--- src/rtl/asram_pkg.sv ---
`timescale 1ns/1ps
// Shared types and elaboration-time helpers for the async SRAM controller.
// Assumes all timing values are whole nanoseconds.
package asram_pkg;

    typedef enum logic [2:0] {
        PH_IDLE,
        PH_READ,
        PH_TURN,
        PH_WRITE,
        PH_WEND
    } phase_t;

    function automatic int unsigned cdiv(input int unsigned num, input int unsigned den);
        return (num + den - 1) / den;
    endfunction

    function automatic int unsigned umax(input int unsigned a, input int unsigned b);
        return (a > b) ? a : b;
    endfunction

endpackage

--- src/rtl/asram_seq.sv ---
`timescale 1ns/1ps
// Strobe sequencer: steps through idle, read, turnaround, write and
// write-end phases and drives every memory strobe from a register.
// Assumes go is only asserted while ready is high.
module asram_seq
    import asram_pkg::*;
#(
    parameter int RD_N  = 11,
    parameter int TA_N  = 4,
    parameter int WP_N  = 10,
    parameter int LANES = 2
) (
    input  logic             clk,
    input  logic             rst_n,
    input  logic             go,
    input  logic             go_write,
    input  logic [LANES-1:0] go_mask,
    output logic             ready,
    output logic             sel_n,
    output logic             rden_n,
    output logic             wr_n,
    output logic             dq_oe,
    output logic [LANES-1:0] lane_n,
    output logic             capture
);

    localparam int CW = $clog2(umax(umax(RD_N, TA_N), WP_N) + 1);

    phase_t        phase, nxt;
    logic [CW-1:0] cnt;

    // Next phase: leave each timed phase when its counter hits the end.
    always_comb begin
        nxt = phase;
        unique case (phase)
            PH_IDLE:  if (go) nxt = go_write ? PH_WRITE : PH_READ;
            PH_READ:  if (cnt == CW'(RD_N - 1)) nxt = PH_TURN;
            PH_TURN:  if (cnt == CW'(TA_N - 1)) nxt = PH_IDLE;
            PH_WRITE: if (cnt == CW'(WP_N - 1)) nxt = PH_WEND;
            PH_WEND:  nxt = PH_IDLE;
            default:  nxt = PH_IDLE;
        endcase
    end

    // Read data is sampled at the edge closing the last read clock.
    assign capture = (phase == PH_READ) && (cnt == CW'(RD_N - 1));

    // Phase, counter and registered strobes decoded from the next phase.
    always_ff @(posedge clk) begin
        if (!rst_n) begin
            phase  <= PH_IDLE;
            cnt    <= '0;
            ready  <= 1'b1;
            sel_n  <= 1'b1;
            rden_n <= 1'b1;
            wr_n   <= 1'b1;
            dq_oe  <= 1'b0;
            lane_n <= '1;
        end else begin
            phase  <= nxt;
            cnt    <= (nxt != phase) ? '0 : cnt + 1'b1;
            ready  <= (nxt == PH_IDLE);
            sel_n  <= !(nxt == PH_READ || nxt == PH_WRITE || nxt == PH_WEND);
            rden_n <= (nxt != PH_READ);
            wr_n   <= (nxt != PH_WRITE);
            dq_oe  <= (nxt == PH_WRITE || nxt == PH_WEND);
            if (phase == PH_IDLE && go)
                lane_n <= go_write ? ~go_mask : '0;
            else if (nxt == PH_IDLE)
                lane_n <= '1;
        end
    end


    idle_deselect_chk: assert property (@(posedge clk) disable iff (!rst_n)
        ready |-> (sel_n && rden_n && wr_n && !dq_oe && lane_n == '1));

    read_lanes_chk: assert property (@(posedge clk) disable iff (!rst_n)
        !rden_n |-> (!sel_n && wr_n && !dq_oe && lane_n == '0));

    write_excl_chk: assert property (@(posedge clk) disable iff (!rst_n)
        !wr_n |-> (!sel_n && rden_n && dq_oe));

    wr_end_chk: assert property (@(posedge clk) disable iff (!rst_n)
        $rose(wr_n) |-> (!sel_n && dq_oe));

    oe_rise_chk: assert property (@(posedge clk) disable iff (!rst_n)
        $rose(dq_oe) |-> $fell(wr_n));

    oe_fall_chk: assert property (@(posedge clk) disable iff (!rst_n)
        $fell(dq_oe) |-> (wr_n && $past(wr_n) && !$past(sel_n)));

endmodule

--- src/rtl/asram_datapath.sv ---
`timescale 1ns/1ps
// Address, write-data and read-data registers. The address and write data
// are loaded when a request is accepted and held until the next one, so
// they stay stable for the whole strobe interval.
module asram_datapath #(
    parameter int ADDR_W = 18,
    parameter int DATA_W = 16
) (
    input  logic              clk,
    input  logic              rst_n,
    input  logic              go,
    input  logic [ADDR_W-1:0] go_addr,
    input  logic [DATA_W-1:0] go_wdata,
    input  logic              capture,
    input  logic [DATA_W-1:0] dq_in,
    output logic [ADDR_W-1:0] addr,
    output logic [DATA_W-1:0] dq_out,
    output logic [DATA_W-1:0] rd_data,
    output logic              rd_valid
);

    // Load the request fields on acceptance.
    always_ff @(posedge clk) begin
        if (!rst_n) begin
            addr   <= '0;
            dq_out <= '0;
        end else if (go) begin
            addr   <= go_addr;
            dq_out <= go_wdata;
        end
    end

    // Capture the pad data and raise a one-clock valid pulse.
    always_ff @(posedge clk) begin
        if (!rst_n) begin
            rd_data  <= '0;
            rd_valid <= 1'b0;
        end else begin
            rd_valid <= capture;
            if (capture) rd_data <= dq_in;
        end
    end


    rd_pulse_chk: assert property (@(posedge clk) disable iff (!rst_n)
        rd_valid |=> !rd_valid);

endmodule

--- src/rtl/asram_port_ctrl.sv ---
`timescale 1ns/1ps
// Top of the async SRAM controller. Derives wait-state counts from the
// clock period and the speed grade, then joins sequencer and datapath.
// Assumes CLK_NS is a whole number of nanoseconds.
module asram_port_ctrl
    import asram_pkg::*;
#(
    parameter int ADDR_W     = 18,
    parameter int DATA_W     = 16,
    parameter int CLK_NS     = 5,
    parameter bit SLOW_GRADE = 1'b0
) (
    input  logic                 clk,
    input  logic                rst_n,
    input  logic                req_valid,
    output logic                req_ready,
    input  logic                req_write,
    input  logic [ADDR_W-1:0]   req_addr,
    input  logic [DATA_W-1:0]   req_wdata,
    input  logic [DATA_W/8-1:0] req_bmask,
    output logic [DATA_W-1:0]   rd_data,
    output logic                rd_valid,
    output logic [ADDR_W-1:0]   mem_addr,
    output logic                mem_sel_n,
    output logic                mem_rden_n,
    output logic                mem_wr_n,
    output logic [DATA_W/8-1:0] mem_lane_n,
    output logic [DATA_W-1:0]   mem_dq_out,
    input  logic [DATA_W-1:0]   mem_dq_in,
    output logic                mem_dq_oe
);

    localparam int LANES = DATA_W / 8;

    localparam int T_ACC = SLOW_GRADE ? 70 : 55;
    localparam int T_OEV = SLOW_GRADE ? 35 : 25;
    localparam int T_CYC = SLOW_GRADE ? 70 : 55;
    localparam int T_AEW = SLOW_GRADE ? 60 : 45;
    localparam int T_PLS = SLOW_GRADE ? 55 : 45;
    localparam int T_SET = SLOW_GRADE ? 30 : 25;
    localparam int T_OFF = SLOW_GRADE ? 25 : 20;

    localparam int RD_N = int'(cdiv(umax(umax(T_ACC, T_OEV), T_CYC), CLK_NS));
    localparam int TA_N = int'(umax(cdiv(T_OFF, CLK_NS), 1));
    localparam int WP_N = int'(umax(cdiv(umax(umax(T_PLS, T_AEW), T_SET), CLK_NS),
                                    cdiv(T_CYC, CLK_NS) - 1));
    localparam int GW   = $clog2(TA_N + 1);

    logic go;
    logic capture;

    assign go = req_valid && req_ready;

    asram_seq #(
        .RD_N  (RD_N),
        .TA_N  (TA_N),
        .WP_N  (WP_N),
        .LANES (LANES)
    ) u_seq (
        .clk      (clk),
        .rst_n    (rst_n),
        .go       (go),
        .go_write (req_write),
        .go_mask  (req_bmask),
        .ready    (req_ready),
        .sel_n    (mem_sel_n),
        .rden_n   (mem_rden_n),
        .wr_n     (mem_wr_n),
        .dq_oe    (mem_dq_oe),
        .lane_n   (mem_lane_n),
        .capture  (capture)
    );

    asram_datapath #(
        .ADDR_W (ADDR_W),
        .DATA_W (DATA_W)
    ) u_dp (
        .clk      (clk),
        .rst_n    (rst_n),
        .go       (go),
        .go_addr  (req_addr),
        .go_wdata (req_wdata),
        .capture  (capture),
        .dq_in    (mem_dq_in),
        .addr     (mem_addr),
        .dq_out   (mem_dq_out),
        .rd_data  (rd_data),
        .rd_valid (rd_valid)
    );

    // Checker state: clocks since read-enable was last low, saturating.
    logic [GW-1:0] gap;
    always_ff @(posedge clk) begin
        if (!rst_n)          gap <= GW'(TA_N);
        else if (!mem_rden_n) gap <= '0;
        else if (gap != GW'(TA_N)) gap <= gap + 1'b1;
    end


    turnaround_chk: assert property (@(posedge clk) disable iff (!rst_n)
        $rose(mem_dq_oe) |-> (gap >= GW'(TA_N)));

    addr_hold_chk: assert property (@(posedge clk) disable iff (!rst_n)
        !mem_sel_n |=> (mem_sel_n || $stable(mem_addr)));

    busy_chk: assert property (@(posedge clk) disable iff (!rst_n)
        (req_valid && req_ready) |=> !req_ready);

endmodule

--- config.mk ---
export PLATFORM = sky130hd
export DESIGN_NAME = asram_port_ctrl
export DESIGN_NICKNAME = d
export VERILOG_FILES = /design/src/rtl/asram_pkg.sv /design/src/rtl/asram_seq.sv /design/src/rtl/asram_datapath.sv /design/src/rtl/asram_port_ctrl.sv
export SDC_FILE = /design/constraint.sdc
export NUM_CORES = 1
export LEC_CHECK = 0
export ABC_AREA = 1
export ABC_CLOCK_PERIOD_IN_PS = 3500
export BUFFER_PORTS_ARGS = -buffer_cell sky130_fd_sc_hd__buf_4
export CAP_MARGIN = 5
export CELL_PAD_IN_SITES_DETAIL_PLACEMENT = 1
export CELL_PAD_IN_SITES_GLOBAL_PLACEMENT = 2
export CORE_ASPECT_RATIO = 1.1
export CORE_UTILIZATION = 26
export DETAILED_ROUTE_END_ITERATION = 7
export PLACE_DENSITY_LB_ADDON = 0.25
export SETUP_SLACK_MARGIN = 0.05
export SLEW_MARGIN = 10
export SYNTH_ARGS = -nofsm -noshare
export SYNTH_HDL_FRONTEND = slang
export SYNTH_SLANG_ARGS = --single-unit
--- constraint.sdc ---
create_clock -name clk -period 3.5 [get_ports clk]
set_clock_uncertainty 0.05 [all_clocks]
set_input_delay 0.35 -clock clk [delete_from_list [all_inputs] [get_ports clk]]
set_output_delay 0.35 -clock clk [all_outputs]
set_load 0.05 [all_outputs]
==> impl_metrics.env, run 1 <==
export IMPL_syn_area_um2=2360
export IMPL_synthCells=304
export IMPL_dp_cells=518
export IMPL_hp_class="in -> reg"
export IMPL_critPathCaptureType="flip-flop"
export IMPL_synth_seq_cells=65
export IMPL_p_sw_mw=0.735
export IMPL_min_path_cells=3
export IMPL_max_cap_viol_count=0
export IMPL_comb_power_share_pct=26.8
export IMPL_die_area_um2=9460
export IMPL_clock_path_buffers=2
export IMPL_layout_setup_ws_ns=1.70
export IMPL_start_util_pct=26.7
export IMPL_dp_worst_setup_slack_ns=1.59
export IMPL_path_cells="nand2_1, inv_2, nand4_1, nand4_1, nand2_1, nand2_1, nand2_1"
export IMPL_seq_area_frac_synth_pct=55.2
export IMPL_worst_slew_pin_slew_ns=0.660
export IMPL_start_kind="flip-flop"
export IMPL_critical_path_class="reg -> reg"
export IMPL_numCtsBuffers=9
export IMPL_arrival_ns=1.98
export IMPL_wl_um=6880
export IMPL_dpl_cell_area_um2=3290
export IMPL_vias_per_cell=4.32
export IMPL_avgSynthCellArea_um2=7.76
export IMPL_relSlewSlack_pct=55.9
export IMPL_layout_common_cells="buf_4 (114), nor2_1 (113), dfxtp_1 (65)"
export IMPL_regToRegSetupSlack_ns=1.70
export IMPL_rows=36
export IMPL_min_period_ns=1.80
export IMPL_place_congestion=0.732
export IMPL_clockRootBuffer="clkbuf_8"
export IMPL_fin_crit_sh_pct=51.4
export IMPL_dr_pass1_iters=6
export IMPL_hold_violations=0
export IMPL_p_total_mw=2.17
export IMPL_num_antenna_cells=0
export IMPL_hpwl_um=4640
export IMPL_rsz0062_at_grt="no"
export IMPL_drive_gt1_share_pct=34.0
export IMPL_final_common_cell="buf_4"
export IMPL_path_buf_inv=1
export IMPL_syn_nets=363
export IMPL_slew_viol_final=0
export IMPL_htreeDepth=3
export IMPL_yosysWarnings=0
export IMPL_crit_top_cell="nand2_1"
export IMPL_num_vias=2305
export IMPL_powerDensity_nw_per_um2=617
export IMPL_grt_pass1_vias=2225
export IMPL_crit_slowest_cell="inv_2"
export IMPL_avgRoutedWirePerCell_um=12.9
export IMPL_setup_viol=0
export IMPL_drc=0
export IMPL_stdcell_count=534
export IMPL_num_io_pins=114
export IMPL_outcome="finished, final reports clean"
export IMPL_sw_frac_of_total_pct=33.8
export IMPL_gr_total_overflow=0
export IMPL_cts_resized=0
export IMPL_grt_start_max_net_pins=55
export IMPL_clock_latency_ns=0.33
export IMPL_antenna_found_initial=0
export IMPL_hold_buffers=0
export IMPL_critPathMaxFanout=36
export IMPL_setup_tns_ns=0
export IMPL_cts_tree="done"
export IMPL_worstPathRequired_ns=3.68
export IMPL_leakage_nw=1.65
export IMPL_drt_iter0_markers=37
export IMPL_ant_nets=0
export IMPL_grt_usage_pct=14.6
export IMPL_post_cts_buffers=0
export IMPL_whs_ns=0.206
export IMPL_worst_path_stages=7
export IMPL_grt_first_pass_wirelength_um=10600
export IMPL_die_h_um=102
export IMPL_critPathTopFamily="simple AND/OR/NAND/NOR gates"
export IMPL_io_buffer_count=113
export IMPL_max_stage_delay_ns=0.50
export IMPL_seq_power_share_pct=39.6
export IMPL_fp_dieW_um=92.8
export IMPL_pwr_share_clk_pct=33.6
export IMPL_ff2ff_path_depth=7
export IMPL_nets=474
export IMPL_cts_sinks=65
export IMPL_core_area_um2=8830
export IMPL_clk_pin_slew_worst_paths_ns=0.08
export IMPL_fin_area_um2=3520
export IMPL_internal_power_mw=1.44
export IMPL_area_growth_pct=49.4
export IMPL_ir_worst_vdd_uv=248
export IMPL_fmax_mhz=555
export IMPL_synthDistinctLibCells=22
export IMPL_fin_util_pct=39.9
==> synth_stat cells <==
library cell / instances / area [um2]
nor2_1: 113 / 424
dfxtp_1: 65 / 1300
o21ai_0: 53 / 265
nand2_1: 18 / 67.6
inv_1: 13 / 48.8
clkbuf_1: 7 / 26.3
nand3_1: 5 / 25.0
nor2_2: 5 / 31.3
inv_2: 4 / 15.0
buf_2: 3 / 15.0
ha_1: 3 / 37.5
nand2_2: 3 / 18.8
clkbuf_2: 2 / 10.0
nand4_1: 2 / 12.5
a21oi_1: 1 / 5.00
buf_1: 1 / 3.75
buf_4: 1 / 7.51
nand2_4: 1 / 11.3
nand3_2: 1 / 10.0
nor3_1: 1 / 5.00
xnor2_1: 1 / 8.76
xor2_1: 1 / 8.76
==> registers in the layout, indices dropped and copies added (netlist names) <==
name           flops
u_seq.rden_n       1
u_dp.addr         18
u_seq.phase        3
u_dp.rd_valid      1
u_seq.sel_n        1
u_seq.lane_n       2
u_seq.ready        1
u_seq.dq_oe        1
u_seq.wr_n         1
u_dp.rd_data      16
u_dp.dq_out       16
u_seq.cnt          4
==> path summary, 6_finish.rpt <==
path,start,to
worst max-delay path,u_seq.ready,u_seq.lane_n[1]
worst min-delay path,mem_dq_in[12],u_dp.rd_data[12]
worst max register to register,u_seq.ready,u_seq.lane_n[1]
worst min register to register,u_dp.addr[17],u_dp.addr[17]
==> metal layers <==
metal	global-route usage [%]	wire length, um	vias to the layer above
li1	-	-	1177
met1	16.5	2990	1065
met2	26.4	3490	54
met3	3.27	292	9
met4	6.39	106	0
met5	0	0	-
==> worst min-delay path: stages <==
cell and delay [ns]:
buf_4 0.07, o21ai_0 0.07, nor2_1 0.07
==> logic make-up (layout without fill, tap and decap cells) <==
kind of cell | after synthesis | in the layout | synth area share [%]
compound gates | 54 | 54 | 11.5
fa+ha+maj | 3 | 3 | 1.59
buf+inv | 31 | 147 | 5.36
simple gates | 149 | 149 | 25.7
flops | 65 | 65 | 55.2
xor+xnor | 2 | 2 | 0.743
==> cell type report <==
class / instances / area (um2)
Fill cell: 1133 / 5300
Sequential cell: 65 / 1300
Multi-Input combinational cell: 208 / 931
Timing Repair Buffer: 114 / 856
Clock buffer: 12 / 155
Tap cell: 114 / 143
Clock inverter: 4 / 75.1
Inverter: 17 / 63.8
==> power by group through the flow <==
| stage | Clock, mW | Sequential, mW | Combinational [mW] |
|---|---|---|---|
| after floorplan | 0 | 1.10 | 0.172 |
| after global placement | 0 | 0.877 | 0.584 |
| after detailed placement | 0 | 0.878 | 0.589 |
| after CTS | 0.752 | 0.862 | 0.592 |
| after global routing | 0.792 | 0.871 | 0.629 |
| final | 0.731 | 0.861 | 0.583 |
Power figures use the tool's default switching activity.
==> inputs of run 2 (changes only) <==
--- a/config.mk
+++ b/config.mk
@@ -6,13 +6,13 @@
 export NUM_CORES = 1
 export LEC_CHECK = 0
 export ABC_AREA = 1
-export ABC_CLOCK_PERIOD_IN_PS = 3500
+export ABC_CLOCK_PERIOD_IN_PS = 1600
 export BUFFER_PORTS_ARGS = -buffer_cell sky130_fd_sc_hd__buf_4
 export CAP_MARGIN = 5
 export CELL_PAD_IN_SITES_DETAIL_PLACEMENT = 1
 export CELL_PAD_IN_SITES_GLOBAL_PLACEMENT = 2
 export CORE_ASPECT_RATIO = 1.1
-export CORE_UTILIZATION = 26
+export CORE_UTILIZATION = 21
 export DETAILED_ROUTE_END_ITERATION = 7
 export PLACE_DENSITY_LB_ADDON = 0.25
 export SETUP_SLACK_MARGIN = 0.05
==> constraint.sdc (replaced) <==
create_clock -name clk -period 1.6 [get_ports clk]
set_clock_uncertainty 0.05 [all_clocks]
set_input_delay 0.16 -clock clk [delete_from_list [all_inputs] [get_ports clk]]
set_output_delay 0.16 -clock clk [all_outputs]
set_load 0.05 [all_outputs]
==> impl_metrics.env, run 2 (same netlist as run 1, synthesis figures left out) <==
export IMPL_drc=0
export IMPL_critical_path_class="reg -> reg"
export IMPL_rows=40
export IMPL_core_area_um2=10900
export IMPL_path_buf_inv=3
export IMPL_min_delay_start="req_wdata[1]"
export IMPL_dp_cells=555
export IMPL_cts_tree="done"
export IMPL_clk_pin_slew_worst_paths_ns=0.06
export IMPL_clockRootBuffer="clkbuf_16"
export IMPL_start_util_pct=21.6
export IMPL_worst_slew_pin_slew_ns=0.402
export IMPL_final_common_cell="buf_4"
export IMPL_largest_reg_flops=18
export IMPL_place_congestion=0.714
export IMPL_r2r_end="u_seq.cnt[0]"
export IMPL_clock_latency_ns=0.32
export IMPL_r2r_start="u_seq.cnt[0]"
export IMPL_crit_slowest_cell="dfxtp_4"
export IMPL_num_antenna_cells=0
export IMPL_max_stage_delay_ns=0.38
export IMPL_gr_total_overflow=0
export IMPL_min_period_ns=1.42
export IMPL_fin_crit_sh_pct=89.0
export IMPL_ir_worst_vdd_uv=439
export IMPL_fin_util_pct=34.0
export IMPL_pwr_share_clk_pct=35.7
export IMPL_ant_nets=0
export IMPL_hp_class="in -> reg"
export IMPL_grt_first_pass_wirelength_um=11200
export IMPL_layout_setup_ws_ns=0.177
export IMPL_critPathCaptureType="flip-flop"
export IMPL_seq_power_share_pct=37.8
export IMPL_wl_um=7350
export IMPL_regToRegSetupSlack_ns=0.18
export IMPL_hold_violations=0
export IMPL_num_io_pins=114
export IMPL_drive_gt1_share_pct=38.0
export IMPL_layout_common_cells="buf_4 (118), nor2_1 (112), dfxtp_1 (60)"
export IMPL_avgRoutedWirePerCell_um=12.9
export IMPL_numCtsBuffers=9
export IMPL_clock_path_buffers=2
export IMPL_cts_sinks=65
export IMPL_p_sw_mw=1.71
export IMPL_holdPathEnd="u_dp.dq_out[1]"
export IMPL_vias_per_cell=4.06
export IMPL_critPathMaxFanout=5
export IMPL_nFillCells=1364
export IMPL_nets=478
export IMPL_path_cells="inv_2, ha_2, inv_2, nor2_4, nor2_1, nor2_4, nand2_1, nand3_1, inv_1, nand2_2, nor2_1"
export IMPL_sw_frac_of_total_pct=34.0
export IMPL_io_buffer_count=113
export IMPL_leakage_nw=1.69
export IMPL_grt_pass1_vias=2298
export IMPL_internal_power_mw=3.31
export IMPL_grt_usage_pct=13.0
export IMPL_ff_latch_area_um2=1310
export IMPL_dp_worst_setup_slack_ns=0.0248
export IMPL_setup_viol=0
export IMPL_relSlewSlack_pct=73.2
export IMPL_powerDensity_nw_per_um2=1350
export IMPL_top_register="u_dp.addr"
export IMPL_multi_input_area_um2=986
export IMPL_start_kind="flip-flop"
export IMPL_comb_power_share_pct=26.5
export IMPL_fmax_mhz=703
export IMPL_area_growth_pct=57.4
export IMPL_die_area_um2=11700
export IMPL_grt_start_max_net_pins=35
export IMPL_dr_pass1_iters=4
export IMPL_htreeDepth=3
export IMPL_max_cap_viol_count=0
export IMPL_outcome="finished, final reports clean"
export IMPL_ff2ff_path_depth=11
export IMPL_antenna_found_initial=0
export IMPL_hpwl_um=5250
export IMPL_num_vias=2319
export IMPL_die_h_um=113
export IMPL_arrival_ns=1.62
export IMPL_fp_dieW_um=103
export IMPL_post_cts_buffers=0
export IMPL_worstPathRequired_ns=1.80
export IMPL_critPathTopFamily="simple AND/OR/NAND/NOR gates"
export IMPL_setup_tns_ns=0
export IMPL_drt_iter0_markers=50
export IMPL_slew_viol_final=0
export IMPL_min_path_cells=3
export IMPL_stdcell_count=571
export IMPL_reg_top3="u_dp.addr (18), u_dp.dq_out (16), u_dp.rd_data (16)"
run 2: cell count changes in the layout (fill, tap and decap cells not counted), moves of 4 or more:
cell       change
buf_4          +4
clkbuf_16      +9
clkbuf_8      -10
dfxtp_1        -5
run 2: area by class of cell:
cell class / count / area share [%]
repair buffers: 118 / 23.9
clock inverters: 4 / 0.775
flip-flops and latches: 65 / 35.4
multi-input cells: 208 / 26.6
inverters: 17 / 1.85
well taps: 147 / 4.95
clock buffers: 12 / 6.64
run 2: per-stage QoR:
| step | cell area, um2 | total power, mW | hold slack (ns) |
|---|---|---|---|
| after floorplan | 2360 | 2.77 | 0.273 |
| after global placement | 3370 | 3.22 | 0.360 |
| after detailed placement | 3370 | 3.24 | 0.374 |
| after CTS | 3640 | 5.08 | 0.0274 |
| after global routing | 3710 | 5.30 | 0.0437 |
| final | 3710 | 5.02 | 0.0337 |
run 2: worst max path at each step:
stage	slack, ns	cells past startpoint	startpoint	end
floorplan	0.16	9	u_seq.ready	u_seq.lane_n[0]
global placement	0.07	9	u_seq.cnt[0]	u_dp.rd_data[2]
detailed placement	0.02	8	u_seq.cnt[1]	u_dp.rd_data[15]
CTS	0.07	9	u_seq.cnt[0]	u_seq.lane_n[0]
global route	-0.0004	11	u_seq.cnt[0]	u_seq.cnt[0]
finish	0.18	11	u_seq.cnt[0]	u_seq.cnt[0]
run 2: power by group through the flow:
| stage | sequential (mW) | combinational [mW] | clock (mW) |
|---|---|---|---|
| floorplan | 2.40 | 0.377 | 0 |
| global placement | 1.91 | 1.31 | 0 |
| detailed placement | 1.92 | 1.32 | 0 |
| CTS | 1.88 | 1.33 | 1.87 |
| global route | 1.92 | 1.45 | 1.94 |
| finish | 1.90 | 1.33 | 1.79 |
run 2: what timing repair did:
action                     in CTS  in global routing
hold buffers                    0                  0
gates resized for setup         1                 23
pin swaps                       0                 10
setup endpoints to repair      16                 24
run 2: metal layers:
| layer | wire [um] | vias up | global-route usage [%] |
|---|---|---|---|
| met4 | 129 | 0 | 6.20 |
| met5 | 0 | - | 0 |
| met2 | 3990 | 54 | 23.8 |
| met3 | 312 | 10 | 2.90 |
| li1 | - | 1186 | - |
| met1 | 2920 | 1069 | 13.7 |
run 2: worst register-to-register path, cell delays in order, from the launching register on:
cell,delay (ns)
dfxtp_4,0.38
inv_2,0.04
ha_2,0.16
inv_2,0.06
nor2_4,0.04
nor2_1,0.17
nor2_4,0.06
nand2_1,0.06
nand3_1,0.07
inv_1,0.07
nand2_2,0.07
nor2_1,0.12
